`config.mk`:
```
export PLATFORM = sky130hd
export DESIGN_NAME = spi_dbuf
export DESIGN_NICKNAME = d
export VERILOG_FILES = /design/src/rtl/spi_dbuf_pkg.sv /design/src/rtl/spi_sclk_gen.sv /design/src/rtl/spi_shift_core.sv /design/src/rtl/spi_buf_ctl.sv /design/src/rtl/spi_dbuf.sv
export SDC_FILE = /design/constraint.sdc
export NUM_CORES = 1
export LEC_CHECK = 0
export ABC_AREA = 1
export ABC_CLOCK_PERIOD_IN_PS = 1900
export BUFFER_PORTS_ARGS = -buffer_cell sky130_fd_sc_hd__buf_4
export CAP_MARGIN = 25
export CORE_MARGIN = 4
export CORE_UTILIZATION = 33
export CTS_BUF_LIST = sky130_fd_sc_hd__clkbuf_2
export CTS_CLUSTER_SIZE = 28
export DETAILED_ROUTE_END_ITERATION = 16
export PLACE_DENSITY_LB_ADDON = 0.25
export SYNTH_ARGS = -nofsm -noshare
export SYNTH_HDL_FRONTEND = slang
export SYNTH_SLANG_ARGS = --single-unit
export TNS_END_PERCENT = 50
```
`constraint.sdc`:
```
create_clock -name clk -period 1.9 [get_ports clk]
set_clock_uncertainty 0.05 [all_clocks]
set_input_delay 0.095 -clock clk [delete_from_list [all_inputs] [get_ports clk]]
set_output_delay 0.095 -clock clk [all_outputs]
set_load 0.05 [all_outputs]
```
`src/rtl/spi_dbuf_pkg.sv`:
```
package spi_dbuf_pkg;
  typedef enum logic [1:0] {
    REG_SHIFT = 2'd0,
    REG_TXHLD = 2'd1,
    REG_RXBUF = 2'd2,
    REG_RXMIR = 2'd3
  } spi_reg_e;
endpackage

```
`src/rtl/spi_sclk_gen.sv`:
```
// Master: divider producing sclk and edge strobes. Slave: synchronised edges.
module spi_sclk_gen #(
  parameter int DIV_W = 8
) (
  input  logic             clk,
  input  logic             rst_n,
  input  logic             master,
  input  logic             run,
  input  logic [DIV_W-1:0] div,
  input  logic             sclk_i,
  input  logic             cs_n_i,
  output logic             rise,
  output logic             fall,
  output logic             sclk_o,
  output logic             sel
);
  logic [DIV_W-1:0] cnt_q, cnt_d;
  logic             sclk_q, sclk_d;
  logic [2:0]       ssync_q;
  logic [1:0]       csync_q;
  logic             tick;

  assign tick = master && run && (cnt_q == div);

  always_comb begin
    cnt_d  = cnt_q;
    sclk_d = sclk_q;
    if (!master || !run) begin
      cnt_d  = '0;
      sclk_d = 1'b0;
    end else if (tick) begin
      cnt_d  = '0;
      sclk_d = !sclk_q;
    end else begin
      cnt_d  = cnt_q + 1'b1;
    end
  end

  always_ff @(posedge clk or negedge rst_n) begin
    if (!rst_n) begin
      cnt_q   <= '0;
      sclk_q  <= 1'b0;
      ssync_q <= '0;
      csync_q <= 2'b11;
    end else begin
      cnt_q   <= cnt_d;
      sclk_q  <= sclk_d;
      ssync_q <= {ssync_q[1:0], sclk_i};
      csync_q <= {csync_q[0], cs_n_i};
    end
  end

  assign sel    = !csync_q[1];
  assign sclk_o = sclk_q;
  assign rise   = master ? (tick && !sclk_q) : (sel && ssync_q[1] && !ssync_q[2]);
  assign fall   = master ? (tick && sclk_q)  : (sel && !ssync_q[1] && ssync_q[2]);
endmodule

```
`src/rtl/spi_shift_core.sv`:
```
// Single shift register: MSB out, sampled bit in at LSB.
module spi_shift_core #(
  parameter int DATA_W = 16,
  localparam int LEN_W = $clog2(DATA_W)
) (
  input  logic              clk,
  input  logic              rst_n,
  input  logic              master,
  input  logic              sel,
  input  logic              rise,
  input  logic              fall,
  input  logic [LEN_W-1:0]  len,
  input  logic              in_bit,
  input  logic              load,
  input  logic [DATA_W-1:0] load_data,
  output logic              busy,
  output logic              done,
  output logic [DATA_W-1:0] rx_data,
  output logic              out_bit
);
  localparam logic [DATA_W-1:0] ONES = '1;
  localparam logic [LEN_W-1:0]  TOP  = LEN_W'(DATA_W - 1);

  logic [DATA_W-1:0] shreg_q, shreg_d, shifted;
  logic [LEN_W-1:0]  bcnt_q, bcnt_d;
  logic              samp_q, samp_d;
  logic              busy_q, busy_d;

  assign shifted = {shreg_q[DATA_W-2:0], samp_q};
  assign done    = busy_q && fall && (bcnt_q == len);
  assign rx_data = shifted & (ONES >> (TOP - len));

  always_comb begin
    shreg_d = shreg_q;
    bcnt_d  = bcnt_q;
    samp_d  = samp_q;
    busy_d  = busy_q;
    if (rise) samp_d = in_bit;
    if (!master && rise && !busy_q) begin
      busy_d = 1'b1;
      bcnt_d = '0;
    end
    if (fall && busy_q) begin
      shreg_d = shifted;
      if (done) begin
        bcnt_d = '0;
        busy_d = 1'b0;
      end else begin
        bcnt_d = bcnt_q + 1'b1;
      end
    end
    if (!master && !sel) begin
      busy_d = 1'b0;
      bcnt_d = '0;
    end
    if (load) begin
      shreg_d = load_data;
      bcnt_d  = '0;
      if (master) busy_d = 1'b1;
    end
  end

  always_ff @(posedge clk or negedge rst_n) begin
    if (!rst_n) begin
      shreg_q <= '0;
      bcnt_q  <= '0;
      samp_q  <= 1'b0;
      busy_q  <= 1'b0;
    end else begin
      shreg_q <= shreg_d;
      bcnt_q  <= bcnt_d;
      samp_q  <= samp_d;
      busy_q  <= busy_d;
    end
  end

  assign busy    = busy_q;
  assign out_bit = shreg_q[DATA_W-1];
endmodule

```
`src/rtl/spi_buf_ctl.sv`:
```
// Transmit holding register, receive register and flag rules.
module spi_buf_ctl
  import spi_dbuf_pkg::*;
#(
  parameter int DATA_W = 16
) (
  input  logic              clk,
  input  logic              rst_n,
  input  logic              bus_wr,
  input  logic              bus_rd,
  input  logic [1:0]        bus_addr,
  input  logic [DATA_W-1:0] bus_wdata,
  input  logic              busy,
  input  logic              done,
  input  logic [DATA_W-1:0] rx_data,
  output logic              load,
  output logic [DATA_W-1:0] load_data,
  output logic [DATA_W-1:0] rx_buf,
  output logic              irq,
  output logic              txfull,
  output logic              ovr
);
  logic [DATA_W-1:0] txh_q, txh_d, rxb_q, rxb_d;
  logic              txf_q, txf_d, irq_q, irq_d, ovr_q, ovr_d;
  logic              wr_shift, wr_txh, rd_rx, wr_ovr;

  assign wr_shift = bus_wr && (bus_addr == REG_SHIFT);
  assign wr_txh   = bus_wr && (bus_addr == REG_TXHLD);
  assign rd_rx    = bus_rd && (bus_addr == REG_RXBUF);
  assign wr_ovr   = bus_wr && (bus_addr == REG_RXBUF) && bus_wdata[0];

  // transmit side
  always_comb begin
    load      = 1'b0;
    load_data = bus_wdata;
    txh_d     = txh_q;
    txf_d     = txf_q;
    if (done) begin
      if (txf_q) begin
        load      = 1'b1;
        load_data = txh_q;
        if (wr_txh) txh_d = bus_wdata;
        else        txf_d = 1'b0;
      end else if (wr_txh) begin
        load = 1'b1;
      end
    end else if (!busy) begin
      load = wr_shift || wr_txh;
    end else if (wr_txh) begin
      txh_d = bus_wdata;
      txf_d = 1'b1;
    end
  end

  // receive side
  always_comb begin
    rxb_d = done ? rx_data : rxb_q;
    irq_d = irq_q;
    ovr_d = ovr_q;
    if (done)       irq_d = 1'b1;
    else if (rd_rx) irq_d = 1'b0;
    if (done && irq_q && !rd_rx) ovr_d = 1'b1;
    else if (wr_ovr)             ovr_d = 1'b0;
  end

  always_ff @(posedge clk or negedge rst_n) begin
    if (!rst_n) begin
      txh_q <= '0;
      txf_q <= 1'b0;
      rxb_q <= '0;
      irq_q <= 1'b0;
      ovr_q <= 1'b0;
    end else begin
      txh_q <= txh_d;
      txf_q <= txf_d;
      rxb_q <= rxb_d;
      irq_q <= irq_d;
      ovr_q <= ovr_d;
    end
  end

  assign rx_buf = rxb_q;
  assign irq    = irq_q;
  assign txfull = txf_q;
  assign ovr    = ovr_q;
endmodule

```
`src/rtl/spi_dbuf.sv`:
```
module spi_dbuf
  import spi_dbuf_pkg::*;
#(
  parameter int DATA_W = 16,
  parameter int DIV_W  = 8,
  localparam int LEN_W = $clog2(DATA_W)
) (
  input  logic              clk,
  input  logic              rst_n,
  input  logic              cfg_master,
  input  logic [LEN_W-1:0]  cfg_len,
  input  logic [DIV_W-1:0]  cfg_div,
  input  logic              bus_wr,
  input  logic              bus_rd,
  input  logic [1:0]        bus_addr,
  input  logic [DATA_W-1:0] bus_wdata,
  output logic [DATA_W-1:0] bus_rdata,
  output logic              irq_flag,
  output logic              txfull_flag,
  output logic              ovr_flag,
  output logic              sclk_o,
  output logic              cs_n_o,
  output logic              mosi_o,
  input  logic              miso_i,
  input  logic              sclk_i,
  input  logic              cs_n_i,
  input  logic              mosi_i,
  output logic              miso_o
);
  logic              rise, fall, sel, core_busy, char_done, load, out_bit;
  logic [DATA_W-1:0] load_data, rx_data, rx_buf;

  spi_sclk_gen #(.DIV_W(DIV_W)) u_sclk (
    .clk(clk), .rst_n(rst_n), .master(cfg_master), .run(core_busy),
    .div(cfg_div), .sclk_i(sclk_i), .cs_n_i(cs_n_i),
    .rise(rise), .fall(fall), .sclk_o(sclk_o), .sel(sel)
  );

  spi_shift_core #(.DATA_W(DATA_W)) u_core (
    .clk(clk), .rst_n(rst_n), .master(cfg_master), .sel(sel),
    .rise(rise), .fall(fall), .len(cfg_len),
    .in_bit(cfg_master ? miso_i : mosi_i),
    .load(load), .load_data(load_data),
    .busy(core_busy), .done(char_done), .rx_data(rx_data), .out_bit(out_bit)
  );

  spi_buf_ctl #(.DATA_W(DATA_W)) u_buf (
    .clk(clk), .rst_n(rst_n), .bus_wr(bus_wr), .bus_rd(bus_rd),
    .bus_addr(bus_addr), .bus_wdata(bus_wdata),
    .busy(core_busy), .done(char_done), .rx_data(rx_data),
    .load(load), .load_data(load_data), .rx_buf(rx_buf),
    .irq(irq_flag), .txfull(txfull_flag), .ovr(ovr_flag)
  );

  assign bus_rdata = ((bus_addr == REG_RXBUF) || (bus_addr == REG_RXMIR)) ? rx_buf : '0;
  assign cs_n_o    = !(cfg_master && core_busy);
  assign mosi_o    = cfg_master && out_bit;
  assign miso_o    = !cfg_master && out_bit;
endmodule

```
==> metrics.log <==
INFO  metric outcome = finished, violations left
INFO  metric failing_checks = negative setup slack
INFO  metric layout.filler_cells = 1161
INFO  metric register_area = 1780 µm²
INFO  metric cp_max_fo = 8
INFO  metric critical-path-top-cell-by-count = nand2_1
INFO  metric critical_path.cell_chain = inv_2 > nand2_1 > nand2_1 > nor2_1 > nand2_1 > nor2_2 > nand3_2 > nand2_4 > nand3_4 > buf_12 > o21ai_4 > buf_12 > clkbuf_16 > o21ai_0
INFO  metric synth.mux.area_fraction = 0%
INFO  metric globalRouteTotalUtil = 15.5%
INFO  metric tritoncts_num_sinks = 71
INFO  metric total_leakage_power = 2.90 nW
INFO  metric clk_pin_slew_worst_paths = 0.20 ns
INFO  metric worstPathArrival = 2.39 ns
INFO  metric synth_adder_area_share = 0.638%
INFO  metric antennaDiodeCount = 0
INFO  metric synth_edf_count = 0
INFO  metric synthDistinctLibCells = 33
INFO  metric ys_seq_elements = 71
INFO  metric slew_headroom = 76.4%
INFO  metric cpPeakStageDelay = 0.43 ns
INFO  metric power.clock.fraction = 16.4%
INFO  metric synth_warnings = 0
INFO  metric viasPerCell = 4.62
INFO  metric total_switching_power = 1.70 mW
INFO  metric report.final.setup_viol = 21
INFO  metric synthSimpleGateAreaFrac = 31.9%
INFO  metric holdCritPathClass = in -> async
INFO  metric cell_area_placed = 4700 µm²
INFO  metric post_synth_xor_area_fraction = 1.56%
INFO  metric drt_drc_violations_left = 0
INFO  metric maximum_number_of_pins_on_one_net_before_global_route_repair = 38
INFO  metric worst_setup_path_start_kind = flop
INFO  metric drt_first_iter_violations = 157
INFO  metric reg2reg_depth = 14
INFO  metric sequentialPowerShare = 48.4%
INFO  metric area_growth_syn_to_layout = 38.8%
INFO  metric post_route_cells_drive_above_1_share = 23.8%
INFO  metric combinational_family_with_the_most_area_after_synthesis = simple AND/OR/NAND/NOR gates
INFO  metric routed_length_per_instance = 12.4 µm
INFO  metric postSynth.asyncResetShare = 100%
INFO  metric detailedRoute.firstPassIterationCount = 4
INFO  metric vias_in_the_first_global_route = 3614
INFO  metric intPower = 2.63 mW
INFO  metric clock.fmax = 0.499 GHz
INFO  metric numCtsBuffers = 9
INFO  metric worst_setup_path_end_kind = flop
INFO  metric reg2reg_setup_slack = -0.10 ns
INFO  metric final.period_utilization = 106%
INFO  metric io-pin-count = 62
INFO  metric chip_height = 117 µm
INFO  metric yosysSeqAreaShare = 45.4%
INFO  metric routed_wirelength = 10.3 mm
INFO  metric power_frac_comb = 35.2%
INFO  metric timing.max_cap.violations = 0
INFO  metric yosys.area.top_type = dfrtp_1
INFO  metric setup_repair_after_global_routing_missed_its_margin = true
INFO  metric slew_violations = 0
INFO  metric synth_top_cells_by_area = dfrtp_1 44%, nand2_1 19%, inv_1 7.0%
INFO  metric worst-setup-path-type = reg -> reg
INFO  metric layout.cells.most_common_list = 186 x nand2_1, 83 x buf_4, 71 x inv_1
INFO  metric clock_insertion_delay_worst_skew = 0.53 ns
INFO  metric layout.cells.most_common = nand2_1
INFO  metric tritoncts = yes
INFO  metric finalCriticalPeriod = 2.00 ns
INFO  metric synth_compound_gate_area_share = 10.2%
INFO  metric globalplace.congestion = 0.790
INFO  metric overflow = 0
INFO  metric num-nets-final = 723
INFO  metric antenna_found_initial = 0
INFO  metric floorplan.initialDensity = 34.1%
INFO  metric final.setup.worst_slack = -0.105 ns
INFO  metric timing.critical_path.buf_inv = 4
INFO  metric worst_vdd_rail_ir_drop = 0.000427 V
INFO  metric cts.htree.levels = 3
INFO  metric dominantRegCellSynth = dfrtp_1
INFO  metric core.rowCount = 39
INFO  metric cts_root_buffer = clkbuf_2
INFO  metric hpwl_detailed = 7.23 mm
INFO  metric grt_pass1_wl = 16.8 mm
INFO  metric regToRegEndpoint = u_buf.txh_q[1]$_DFFE_PN0P_
INFO  metric multi_input_combinational_cell_area = 1830 µm²
INFO  metric cts_max_path_buffers = 2
INFO  metric ant_nets = 0
INFO  metric floorplan.die.width = 117 µm
INFO  metric post_synth.cell_area_avg = 7.04 µm²
INFO  metric power_switching_share = 39.3%
INFO  metric synth.top_cell.area_share = 44.0%
INFO  metric final_design_area_no_fill = 5440 µm²
INFO  metric num_vias = 3833
INFO  metric timing.critical_path.depth = 14
INFO  metric syn-instance-count = 557
INFO  metric synthesis.area = 3920 µm²
INFO  metric finalHoldViolations = 0
INFO  metric crit-reg2reg-launch = u_sclk.cnt_q[5]$_DFF_PN0_
INFO  metric design.core.area = 11500 µm²
INFO  metric cpLargestDelayFamily = simple AND/OR/NAND/NOR gates
INFO  metric max_stage_delay_cell_worst_path = dfrtp_1
INFO  metric synth_fp_nets = 598
INFO  metric portBuffers = 61
INFO  metric slew_worst_pin = 0.350 ns
INFO  metric cp_data_required_time = 2.28 ns
INFO  metric power.density_cell_area = 796 nW/µm²
INFO  metric timing.setup.tns = -1.34 ns
INFO  metric dieArea = 13700 µm²
==> per-stage QoR <==
| step | std cells | utilization (%) | hold slack [ns] | setup WS, ns | power [mW] |
|---|---|---|---|---|---|
| global placement | 766 | 40.8 | 0.0324 | 0.0252 | 3.45 |
| floorplan | 557 | - | -0.251 | 0.0220 | 3.01 |
| finish | 829 | 47.3 | 0.0403 | -0.105 | 4.33 |
| CTS | 820 | 44.9 | 0.00920 | -0.0401 | 4.26 |
| detailed placement | 766 | 40.8 | 0.0359 | -0.0767 | 3.49 |
| global route | 829 | 47.3 | 0.0279 | -0.214 | 4.68 |
==> kinds of logic after synthesis <==
kind of cell	after synthesis
AOI/OAI and AO/OA	75
xor gates and xnor gates	7
buffers and inverters	100
and+or+nand+nor	302
DFF	71
adders and majority gates	2
==> worst register-to-register path, stage by stage (launching register included) <==
cell	delay (ns)
dfrtp_1	0.43
inv_2	0.05
nand2_1	0.05
nand2_1	0.05
nor2_1	0.09
nand2_1	0.08
nor2_2	0.15
nand3_2	0.10
nand2_4	0.09
nand3_4	0.09
buf_12	0.16
o21ai_4	0.14
buf_12	0.15
clkbuf_16	0.16
o21ai_0	0.08
==> per-layer routing <==
layer | GRT usage, % | wire length, µm | up-vias
li1 | - | - | 1978
met1 | 21.7 | 4980 | 1763
met2 | 24.1 | 4770 | 79
met3 | 2.31 | 380 | 13
met4 | 6.27 | 180 | 0
met5 | 0 | 0 | -
==> power by group through the flow <==
stage | sequential [mW] | clock (mW) | combinational, mW
2_1_floorplan | 2.07 | 0 | 0.932
3_5_place_dp | 2.12 | 0 | 1.37
6_report | 2.10 | 0.708 | 1.52
5_1_grt | 2.14 | 0.800 | 1.73
3_3_place_gp | 2.10 | 0 | 1.35
4_1_cts | 2.08 | 0.741 | 1.44
==> state kept, by name, indices dropped and copies added, names as in the netlist <==
name,cells
u_core.busy,1
u_buf.txh_q,16
u_buf.irq,1
u_sclk.csync_q,2
u_core.bcnt_q,4
u_core.samp_q,1
u_buf.ovr,1
u_sclk.cnt_q,8
u_sclk.ssync_q,3
u_sclk.sclk_o,1
u_buf.rx_buf,16
u_buf.txfull,1
u_core.shreg_q,16
==> synthesized netlist by cell type (all sizes together), types with 3 or more instances <==
cell    instances
nand2         202
inv            78
dfrtp          69
o21ai          66
nor2           58
nand3          24
clkbuf         13
nand4          10
buf             9
a21oi           5
nor3            5
xor2            4
o31ai           3
xnor2           3
==> worst max path at each step <==
stage	startpoint	end	slack, ns
floorplan	u_core.busy$_DFF_PN0_	u_core.shreg_q[10]$_DFFE_PN0P_	0.02
CTS	u_sclk.cnt_q[5]$_DFF_PN0_	u_buf.txh_q[15]$_DFFE_PN0P_	-0.04
finish	u_sclk.cnt_q[5]$_DFF_PN0_	u_buf.txh_q[1]$_DFFE_PN0P_	-0.10
global route	u_sclk.cnt_q[4]$_DFF_PN0_	u_buf.txh_q[3]$_DFFE_PN0P_	-0.21
global placement	u_sclk.cnt_q[6]$_DFF_PN0_	u_core.shreg_q[3]$_DFFE_PN0P_	0.03
detailed placement	u_sclk.cnt_q[5]$_DFF_PN0_	u_buf.txh_q[15]$_DFFE_PN0P_	-0.08
==> area by class of cell <==
type | instances | area share [%]
Clock buffer | 10 | 0.919
Timing Repair Buffer | 136 | 23.5
Clock inverter | 5 | 0.483
Tap cell | 143 | 3.29
Inverter | 78 | 5.56
Multi-Input combinational cell | 386 | 33.6
Sequential cell | 71 | 32.7
==> what timing repair did <==
item / in CTS / in global routing
resized for setup: 3 / 45
hold buffers: 35 / 0
pin swaps: 3 / 8
hold endpoints to repair: 127 / 0
gates cloned: 0 / 4
setup endpoints to repair: 32 / 47
buffers inserted: 4 / 5
Power figures use the tool's default switching activity.
